==> config.mk <==
export PLATFORM = sky130hd
export DESIGN_NAME = clk_ratio_div
export DESIGN_NICKNAME = d
export VERILOG_FILES = /design/src/rtl/clk_ratio_pkg.sv /design/src/rtl/clk_ratio_regs.sv /design/src/rtl/clk_ratio_gen.sv /design/src/rtl/clk_ratio_div.sv
export SDC_FILE = /design/constraint.sdc
export NUM_CORES = 1
export LEC_CHECK = 0
export BUFFER_PORTS_ARGS = -buffer_cell sky130_fd_sc_hd__buf_2
export CORE_ASPECT_RATIO = 0.7
export CORE_MARGIN = 5
export CORE_UTILIZATION = 35
export CTS_BUF_LIST = sky130_fd_sc_hd__clkbuf_16
export CTS_CLUSTER_SIZE = 20
export DETAILED_ROUTE_END_ITERATION = 6
export GPL_TIMING_DRIVEN = 0
export SLEW_MARGIN = 20
export SYNTH_ARGS = -nofsm -noshare
export SYNTH_HDL_FRONTEND = slang
export SYNTH_HIERARCHICAL = 1
export SYNTH_SLANG_ARGS = --single-unit
==> constraint.sdc <==
create_clock -name clk_i -period 2.4 [get_ports clk_i]
set_clock_uncertainty 0.15 [all_clocks]
set_input_delay 0 -clock clk_i [delete_from_list [all_inputs] [get_ports clk_i]]
set_output_delay 0 -clock clk_i [all_outputs]
set_load 0.02 [all_outputs]
==> src/rtl/clk_ratio_pkg.sv <==
package clk_ratio_pkg;
  localparam int RATIO_W     = 6;
  localparam int RATIO_LSB   = 8;
  localparam int FORCE_BIT   = 1;
  localparam int TRIG_BIT    = 8;
  localparam int RESET_RATIO = 8;

  typedef logic [RATIO_W-1:0] ratio_t;

  function automatic logic ratio_ok(ratio_t r);
    return (r == ratio_t'(4)) || (r == ratio_t'(5)) ||
           (r == ratio_t'(6)) || (r == ratio_t'(8));
  endfunction
endpackage

==> src/rtl/clk_ratio_regs.sv <==
module clk_ratio_regs
  import clk_ratio_pkg::*;
#(
  parameter int ADDR_W       = 4,
  parameter int DATA_W       = 32,
  parameter int RATIO_OFFSET = 4,
  parameter int EN_SHIFT     = 16
) (
  input  logic              clk_i,
  input  logic              rst_ni,
  input  logic              wr_i,
  input  logic [ADDR_W-1:0] addr_i,
  input  logic [DATA_W-1:0] wdata_i,
  output logic [DATA_W-1:0] rdata_o,
  output logic              enable_o,
  output logic              req_valid_o,
  output ratio_t            req_ratio_o
);
  localparam int EN_BIT = FORCE_BIT + EN_SHIFT;
  localparam logic [ADDR_W-1:0] CTRL_ADDR  = '0;
  localparam logic [ADDR_W-1:0] RATIO_ADDR = ADDR_W'(RATIO_OFFSET);

  logic [DATA_W-1:0] ctrl_q;
  ratio_t            staged_q;
  logic              req_q;
  ratio_t            req_ratio_q;
  logic              sel_ctrl, sel_ratio, reload_hit;

  assign sel_ctrl   = wr_i && (addr_i == CTRL_ADDR);
  assign sel_ratio  = wr_i && (addr_i == RATIO_ADDR);
  assign reload_hit = sel_ctrl && wdata_i[TRIG_BIT] && wdata_i[FORCE_BIT];

  always_ff @(posedge clk_i or negedge rst_ni) begin
    if (!rst_ni) begin
      ctrl_q      <= '0;
      staged_q    <= ratio_t'(RESET_RATIO);
      req_q       <= 1'b0;
      req_ratio_q <= ratio_t'(RESET_RATIO);
    end else begin
      req_q <= 1'b0;
      if (sel_ctrl) ctrl_q <= wdata_i;
      if (sel_ratio) staged_q <= wdata_i[RATIO_LSB +: RATIO_W];
      // capture staged value at trigger time; illegal values are dropped
      if (reload_hit && ratio_ok(staged_q)) begin
        req_q       <= 1'b1;
        req_ratio_q <= staged_q;
      end
    end
  end

  always_comb begin
    rdata_o = '0;
    if (addr_i == CTRL_ADDR) rdata_o = ctrl_q;
    else if (addr_i == RATIO_ADDR) rdata_o[RATIO_LSB +: RATIO_W] = staged_q;
  end

  assign enable_o    = ctrl_q[EN_BIT];
  assign req_valid_o = req_q;
  assign req_ratio_o = req_ratio_q;

  assert_req_source_R3: assert property (@(posedge clk_i) disable iff (!rst_ni)
    req_valid_o |-> $past(wr_i && (addr_i == CTRL_ADDR) && wdata_i[TRIG_BIT] && wdata_i[FORCE_BIT]));
  assert_req_legal_R6: assert property (@(posedge clk_i) disable iff (!rst_ni)
    req_valid_o |-> ratio_ok(req_ratio_o));
endmodule

==> src/rtl/clk_ratio_gen.sv <==
module clk_ratio_gen
  import clk_ratio_pkg::*;
(
  input  logic   clk_i,
  input  logic   rst_ni,
  input  logic   enable_i,
  input  logic   req_valid_i,
  input  ratio_t req_ratio_i,
  output logic   clk_o
);
  ratio_t act_q, cnt_q, pend_ratio_q;
  logic   pend_q, gate_q, clk_q;
  ratio_t act_n, cnt_n;
  logic   gate_n, clk_n, wrap;

  assign wrap = (cnt_q == act_q - ratio_t'(1));

  always_comb begin
    cnt_n  = cnt_q + ratio_t'(1);
    act_n  = act_q;
    gate_n = gate_q;
    if (wrap) begin
      cnt_n  = '0;
      gate_n = enable_i;
      if (req_valid_i) act_n = req_ratio_i;
      else if (pend_q) act_n = pend_ratio_q;
    end
    // high for floor(r/2) cycles at the start of each period
    clk_n = gate_n && (cnt_n < (act_n >> 1));
  end

  always_ff @(posedge clk_i or negedge rst_ni) begin
    if (!rst_ni) begin
      act_q        <= ratio_t'(RESET_RATIO);
      cnt_q        <= '0;
      gate_q       <= 1'b0;
      clk_q        <= 1'b0;
      pend_q       <= 1'b0;
      pend_ratio_q <= ratio_t'(RESET_RATIO);
    end else begin
      act_q  <= act_n;
      cnt_q  <= cnt_n;
      gate_q <= gate_n;
      clk_q  <= clk_n;
      if (wrap) pend_q <= 1'b0;
      else if (req_valid_i) begin
        pend_q       <= 1'b1;
        pend_ratio_q <= req_ratio_i;
      end
    end
  end

  assign clk_o = clk_q;

  assert_cnt_bound_R4: assert property (@(posedge clk_i) disable iff (!rst_ni)
    cnt_q < act_q);
  assert_ratio_legal_R6: assert property (@(posedge clk_i) disable iff (!rst_ni)
    ratio_ok(act_q));
  assert_switch_at_wrap_R5: assert property (@(posedge clk_i) disable iff (!rst_ni)
    (cnt_q != act_q - ratio_t'(1)) |=> $stable(act_q));
  assert_gate_in_low_R7: assert property (@(posedge clk_i) disable iff (!rst_ni)
    clk_q |=> $stable(gate_q));
endmodule

==> src/rtl/clk_ratio_div.sv <==
module clk_ratio_div
  import clk_ratio_pkg::*;
#(
  parameter int ADDR_W       = 4,
  parameter int DATA_W       = 32,
  parameter int RATIO_OFFSET = 4,
  parameter int EN_SHIFT     = 16
) (
  input  logic              clk_i,
  input  logic              rst_ni,
  input  logic              wr_i,
  input  logic [ADDR_W-1:0] addr_i,
  input  logic [DATA_W-1:0] wdata_i,
  output logic [DATA_W-1:0] rdata_o,
  output logic              clk_o
);
  logic   enable;
  logic   req_valid;
  ratio_t req_ratio;

  clk_ratio_regs #(
    .ADDR_W      (ADDR_W),
    .DATA_W      (DATA_W),
    .RATIO_OFFSET(RATIO_OFFSET),
    .EN_SHIFT    (EN_SHIFT)
  ) u_regs (
    .clk_i      (clk_i),
    .rst_ni     (rst_ni),
    .wr_i       (wr_i),
    .addr_i     (addr_i),
    .wdata_i    (wdata_i),
    .rdata_o    (rdata_o),
    .enable_o   (enable),
    .req_valid_o(req_valid),
    .req_ratio_o(req_ratio)
  );

  clk_ratio_gen u_gen (
    .clk_i      (clk_i),
    .rst_ni     (rst_ni),
    .enable_i   (enable),
    .req_valid_i(req_valid),
    .req_ratio_i(req_ratio),
    .clk_o      (clk_o)
  );
endmodule

# == After elaboration in Yosys (flattened, before gate mapping) ==
# Cells that the tools add are included.
# totals
word_cells,47
in_bits,39
regBits,66
# op_classes
bitwise,1
reduce_logical,14
magnitude_cmp,1
addsub,2
muxes,12
eq_ne,6
# op_table
op,n
6-bit two-way mux,6
"6-bit by 3-bit == test with 1-bit output, second input constant",3
18-bit two-way mux,1
8-bit two-way mux,1
"6-bit by 1-bit adder with 6-bit output, second input constant",1
"6-bit by 4-bit == test with 1-bit output, second input constant",1
6-bit == test,1
1-bit logical AND,6
6-bit by 5-bit < comparator with 1-bit output,1
"6-bit by 1-bit subtractor with 6-bit output, second input constant",1
"4-bit by 3-bit == test with 1-bit output, second input constant",1
4-bit logical NOT,1
1-bit two-way mux,4
2-bit AND reduction,2
2-bit nonzero test,2
1-bit logical OR,3
1-bit NOT,1

# == Depth between registers and ports, before layout ==
# logic_depth
depth_word,6
mapped_depth,12
depth_no_buf,12

# == By module ==
# The synthesis kept the hierarchy.
# modules_own_cells
module,n_inst,area_each_um2,cells_per_inst,seq_area_each_um2
clk_ratio_regs,1,1970.6,138,1128.6
clk_ratio_gen,1,1272.5,121,528.0

# == Worst setup path after synthesis ==
# Ideal clock, no wire load.
# synth_path
kind,reg2reg
start,register u_gen.act_q[0]
end,"register u_gen.clk_q, in the netlist u_gen/clk_o"
t_arrival_ns,2.460
n_path_buf,1
stages_incl_launch_ff,13
setup_slack_ns,-0.291
t_required_ns,2.168
path_cell_list,dfrtp_1 inv_1 ha_1 xnor2_1 nor2_1 o211a_2 nand2_1 buf_2 a221oi_1 ha_1 a21oi_1 o221ai_1 a31oi_1
# synth_via
elab_chain_len,5
word_cells_on_any_way,7
cone_classes,add/sub (1); order compare (1); eq/ne (1); mux (3); reduce/logical (1)
# synth_rtl
item,line,text
start: declaration,clk_ratio_gen.sv:11,"ratio_t act_q, cnt_q, pend_ratio_q;"
start signal: assignment,clk_ratio_gen.sv:34,act_q <= ratio_t'(RESET_RATIO);
start signal: assignment,clk_ratio_gen.sv:41,act_q <= act_n;
6-bit by 1-bit subtractor with 6-bit output (*),clk_ratio_gen.sv:16,assign wrap = (cnt_q == act_q - ratio_t'(1));
6-bit == test (*),clk_ratio_gen.sv:16,
6-bit two-way mux,clk_ratio_gen.sv:22,if (wrap) begin
6-bit by 5-bit < comparator with 1-bit output,clk_ratio_gen.sv:29,clk_n = gate_n && (cnt_n < (act_n >> 1));
1-bit logical AND (*),clk_ratio_gen.sv:29,
via u_gen.clk_n,clk_ratio_gen.sv:14,"logic gate_n, clk_n, wrap;"
end signal: assignment,clk_ratio_gen.sv:44,clk_q <= clk_n;
end: declaration,clk_ratio_gen.sv:12,"logic pend_q, gate_q, clk_q;"
# The timed path passes the listed nets; every way through them passes the cells marked *.
# A chain may end at the register's enable or synchronous reset.

# == Worst setup path after layout ==
# layout_path
start,register u_gen.act_q[1]
end,"register u_gen.clk_q, in the netlist u_gen/clk_o"
# layout_via
elab_chain_len,5
word_cells_on_any_way,9
cone_classes,add/sub (1); order compare (1); eq/ne (1); mux (5); reduce/logical (1)
# layout_rtl
item,line
6-bit by 1-bit subtractor with 6-bit output or 6-bit two-way mux (tied branches),"clk_ratio_gen.sv:16, clk_ratio_gen.sv:26"
6-bit == test or 6-bit two-way mux (tied branches),"clk_ratio_gen.sv:16, clk_ratio_gen.sv:25"
6-bit two-way mux,clk_ratio_gen.sv:22
6-bit by 5-bit < comparator with 1-bit output,clk_ratio_gen.sv:29
1-bit logical AND (*),clk_ratio_gen.sv:29
via u_gen.clk_n,clk_ratio_gen.sv:14
# The timed path passes the listed nets; every way through them passes the cells marked *. The select of a mux whose other input is x is not followed.

==> reports/results.tsv <==
stage	metric	value	unit
clock_network	clk_pin_slew	0.05	ns
detailed_routing	post-route-drc-count	0	
sta	finalMaxSlewViolations	0	
worst_setup_path	worstPathMaxFanout	7	
power	p_sw_share	21.2	%
synthesis	netlist_instances	259	
placed_design	post-place-ws	-0.614	ns
sta	rsz0062_at_grt	yes	
hold_path	hold_path_class	in2async	
synthesis	synth-xor-area-share	2.93	%
worst_setup_path	reg2reg_depth	13	
sta	setup_violations	1	
placed_design	place_area	3800	µm²
clock_network	cts-buffers-inserted	9	
power	fin_total_pwr	0.00330	W
placed_design	placedCellCount	455	
placed_design	io_buffers	71	
final_layout	finalNonFillerCells	524	
detailed_routing	drt-initial-drc-count	112	
floorplanning	fp-row-count	29	
detailed_routing	vias_per_cell	4.94	
worst_setup_path	worstReg2RegStart	u_gen/act_q[1]	
synthesis	postSynthAreaPerCell	12.5	µm²
sta	slew_headroom	60.8	%
worst_setup_path	required	2.48	ns
floorplanning	dieArea	11300	µm²
synthesis	muxShareOfSynthArea	16.7	%
placed_design	place_congestion	0.817	
run_status	violations	negative setup slack	
run_status	status	finished, violations left	
clock_network	tritoncts	built	
power	comb_power_share	10.5	%
synthesis	synth_simple_gate_area_share	14.2	%
synthesis	synth_top_family_by_area	multiplexers	
worst_setup_path	rr_endpoint	u_gen/clk_o	
power	p_switching	0.000701	W
synthesis	synth_compound_area_share	10.7	%
detailed_routing	first_pass_iters	4	
worst_setup_path	rrSetupSlack	-0.44	ns
detailed_routing	wirelength	8450	µm
synthesis	netlist_area	3240	µm²
floorplanning	die_w	125	µm
clock_network	clock-root-buffer	clkbuf_16	
placed_design	hpwl	5530	µm
final_layout	final_layout_size_suffix_gt1_share	51.0	%
floorplanning	initial_core_util	35.9	%
worst_setup_path	arrival	2.92	ns
worst_setup_path	setup.worst_path.end	u_gen/clk_o	
global_routing	grt_pass1_wl	13700	µm
power	power.share.clock	48.3	%
final_layout	fin_nets	440	
detailed_routing	ant_nets	0	
flow_run	max-cap-violations	0	
clock_network	clockBufferDepth	2	
power	p_leak	2.26	nW
global_routing	grt_usage	15.0	%
final_layout	fin_area	4910	µm²
synthesis	ys_seq_elements	66	
clock_network	cts-htree-levels	3	
synthesis	synth-adder-area-share	2.31	%
sta	max_freq	352	MHz
final_layout	antenna-diode-count	0	
worst_setup_path	cp-end-kind	register	
global_routing	grt_pass1_vias	2810	
sta	tightest_slew	0.588	ns
sta	min_period	2.84	ns
clock_network	insertion_delay	0.33	ns
detailed_routing	vias	2591	
power	p_int	0.00260	W
power	peakVddDrop	0.413	mV
worst_setup_path	crit_type	reg2reg	
synthesis	yosysSeqAreaShare	51.1	%
synthesis	synth.top_cell.area_share	47.8	%
synthesis	synth_area_leader_cell	dfrtp_1	
global_routing	grt_max_degree	35	
power	p_seq_share	41.2	%
global_routing	grt.overflow.total	0	
sta	fin_ws	-0.440	ns
clock_network	cts.sinks	66	
floorplanning	core_area	9030	µm²
synthesis	ys_types	49	
global_routing	antenna_found_initial	0	
floorplanning	dieHeight	90.5	µm
synthesis	synthTopCellsByArea	dfrtp_1, mux2_2, and2_1	
detailed_routing	post_drt_wl_per_cell	16.1	µm
synthesis	syn-num-nets	304	
sta	finalHoldViolations	0	
worst_setup_path	start_kind	register	
sta	min_period_over_period	118	%
floorplanning	num_io_pins	72	
worst_setup_path	cp-startpoint	u_gen/act_q[1]	
synthesis	yosysWarnings	6	
power	power_density	671	nW/µm²
final_layout	syn_to_final_growth	51.5	%
kinds of logic after synthesis:
kind of cell / Yosys count
buffers and inverters: 15
AO/OA/AOI/OAI: 40
AND/OR/NAND/NOR: 74
XOR/XNOR: 10
adder cells (fa/ha/maj): 6
flip-flops: 66
multiplexers: 48
placed cells by master, fill, tap and decap left out, types with 3 or more instances in the layout:
cell type and n:
a221oi_4 3, dfrtp_2 3, clkbuf_1 5, buf_4 13
buf_2 73, ha_1 3, inv_1 3, bufinv_16 4
dfstp_2 4, dlygate4sd3_1 35, nand2b_1 3, nor2_2 4
mux2_2 48, and2_1 28, a22o_1 6, nand2_1 3
a21oi_2 3, a41oi_2 3, dfrtp_1 59, ha_4 3
nor2_1 8, xor2_1 4, nand3_1 4, a221o_1 4
buf_6 6, clkbuf_16 9, nor2b_1 4
synth_stat cells (all sizes together):
| cell type | n |
|---|---|
| nand2b | 3 |
| xnor2 | 4 |
| a211o | 1 |
| o2111ai | 1 |
| o21ai | 2 |
| buf | 5 |
| o31ai | 1 |
| o2111a | 1 |
| a41oi | 3 |
| dfrtp | 62 |
| and3 | 4 |
| xor2 | 6 |
| a221o | 4 |
| a22oi | 2 |
| or4b | 1 |
| mux2 | 48 |
| clkbuf | 6 |
| nor2 | 13 |
| nor2b | 4 |
| nor3 | 1 |
| nand2 | 6 |
| o32a | 1 |
| o31a | 1 |
| nand4 | 1 |
| nor4 | 2 |
| a221oi | 4 |
| and2 | 28 |
| nor4b | 1 |
| or3 | 2 |
| a21o | 1 |
| a21oi | 4 |
| nor4bb | 1 |
| nand3 | 4 |
| or2 | 1 |
| o211ai | 1 |
| o211a | 3 |
| ha | 6 |
| o221ai | 1 |
| dfstp | 4 |
| a22o | 6 |
| and2b | 2 |
| o2bb2ai | 2 |
| inv | 4 |
| a31oi | 1 |
power by group through the flow:
stage	logic [W]	clock network (W)	registers, W
final	0.000345	0.00159	0.00136
after global routing	0.000381	0.00168	0.00138
after CTS	0.000349	0.00163	0.00136
after detailed placement	0.000305	0	0.00137
after global placement	0.000287	0	0.00136
after floorplan	0.000199	0	0.00134
layout make-up:
class / instances / area [µm²]
fillers: 762 / 4120
multi-input cells: 178 / 1750
flip-flops and latches: 66 / 1660
repair buffers: 125 / 895
clock buffers: 9 / 225
well taps: 124 / 155
clock inverters: 7 / 141
plain buffers: 11 / 75.1
inverters: 4 / 15.0
flip-flops by register name (all words and copies together) (netlist names):
name                flops
u_regs/req_ratio_o      6
u_regs/ctrl_q          32
u_gen/act_q             6
u_gen/clk_o             1
u_regs/req_valid_o      1
u_gen/pend_q            1
u_gen/pend_ratio_q      6
u_gen/cnt_q             6
u_regs/staged_q         6
u_gen/gate_q            1
worst min path at each step:
stage          slack [ns]        start            endpoint  cells past startpoint
2_1_floorplan       -0.45       rst_ni      u_gen/act_q[0]                      0
3_3_place_gp         0.08  wdata_i[27]   u_regs/ctrl_q[27]                      2
3_5_place_dp        -0.18       rst_ni    u_regs/ctrl_q[7]                      1
4_1_cts             0.002    addr_i[2]   u_regs/ctrl_q[13]                      4
5_1_grt              0.02    addr_i[2]  u_regs/req_valid_o                      4
6_report            0.006       rst_ni    u_regs/ctrl_q[7]                      2
through the flow:
| stage | util [%] | hold slack [ns] | setup TNS, ns |
|---|---|---|---|
| after detailed placement | 42.1 | -0.179 | -0.774 |
| final | 54.4 | 0.00574 | -0.440 |
| after global routing | 54.4 | 0.0241 | -0.688 |
| after CTS | 51.7 | 0.00210 | -0.434 |
| after global placement | 41.8 | 0.0835 | -0.702 |
| after floorplan | - | -0.446 | -0.146 |
metal layers:
metal	GRT usage [%]	routed length (µm)
met5	0	0
met3	4.96	378
met4	4.42	65
met1	19.4	3890
met2	24.2	4120
timing repair:
item / 4_1_cts / 5_1_grt
gates resized for setup: 15 / 31
hold buffers: 35 / 0
pin swaps: 8 / 16
endpoints found under the hold margin: 105 / 0
buffers inserted: 13 / 5
endpoints found under the setup margin: 6 / 8
worst max-delay path: stages, from the launching register on:
cell,delay [ns]
dfrtp_2,0.45
inv_2,0.10
ha_4,0.21
xnor2_2,0.13
nor2_2,0.19
o211a_4,0.25
nand2_4,0.07
buf_8,0.16
a221oi_4,0.32
ha_4,0.26
buf_6,0.12
o2111ai_2,0.05
nor2_1,0.07
a31oi_1,0.23
Power figures use the tool's default switching activity.
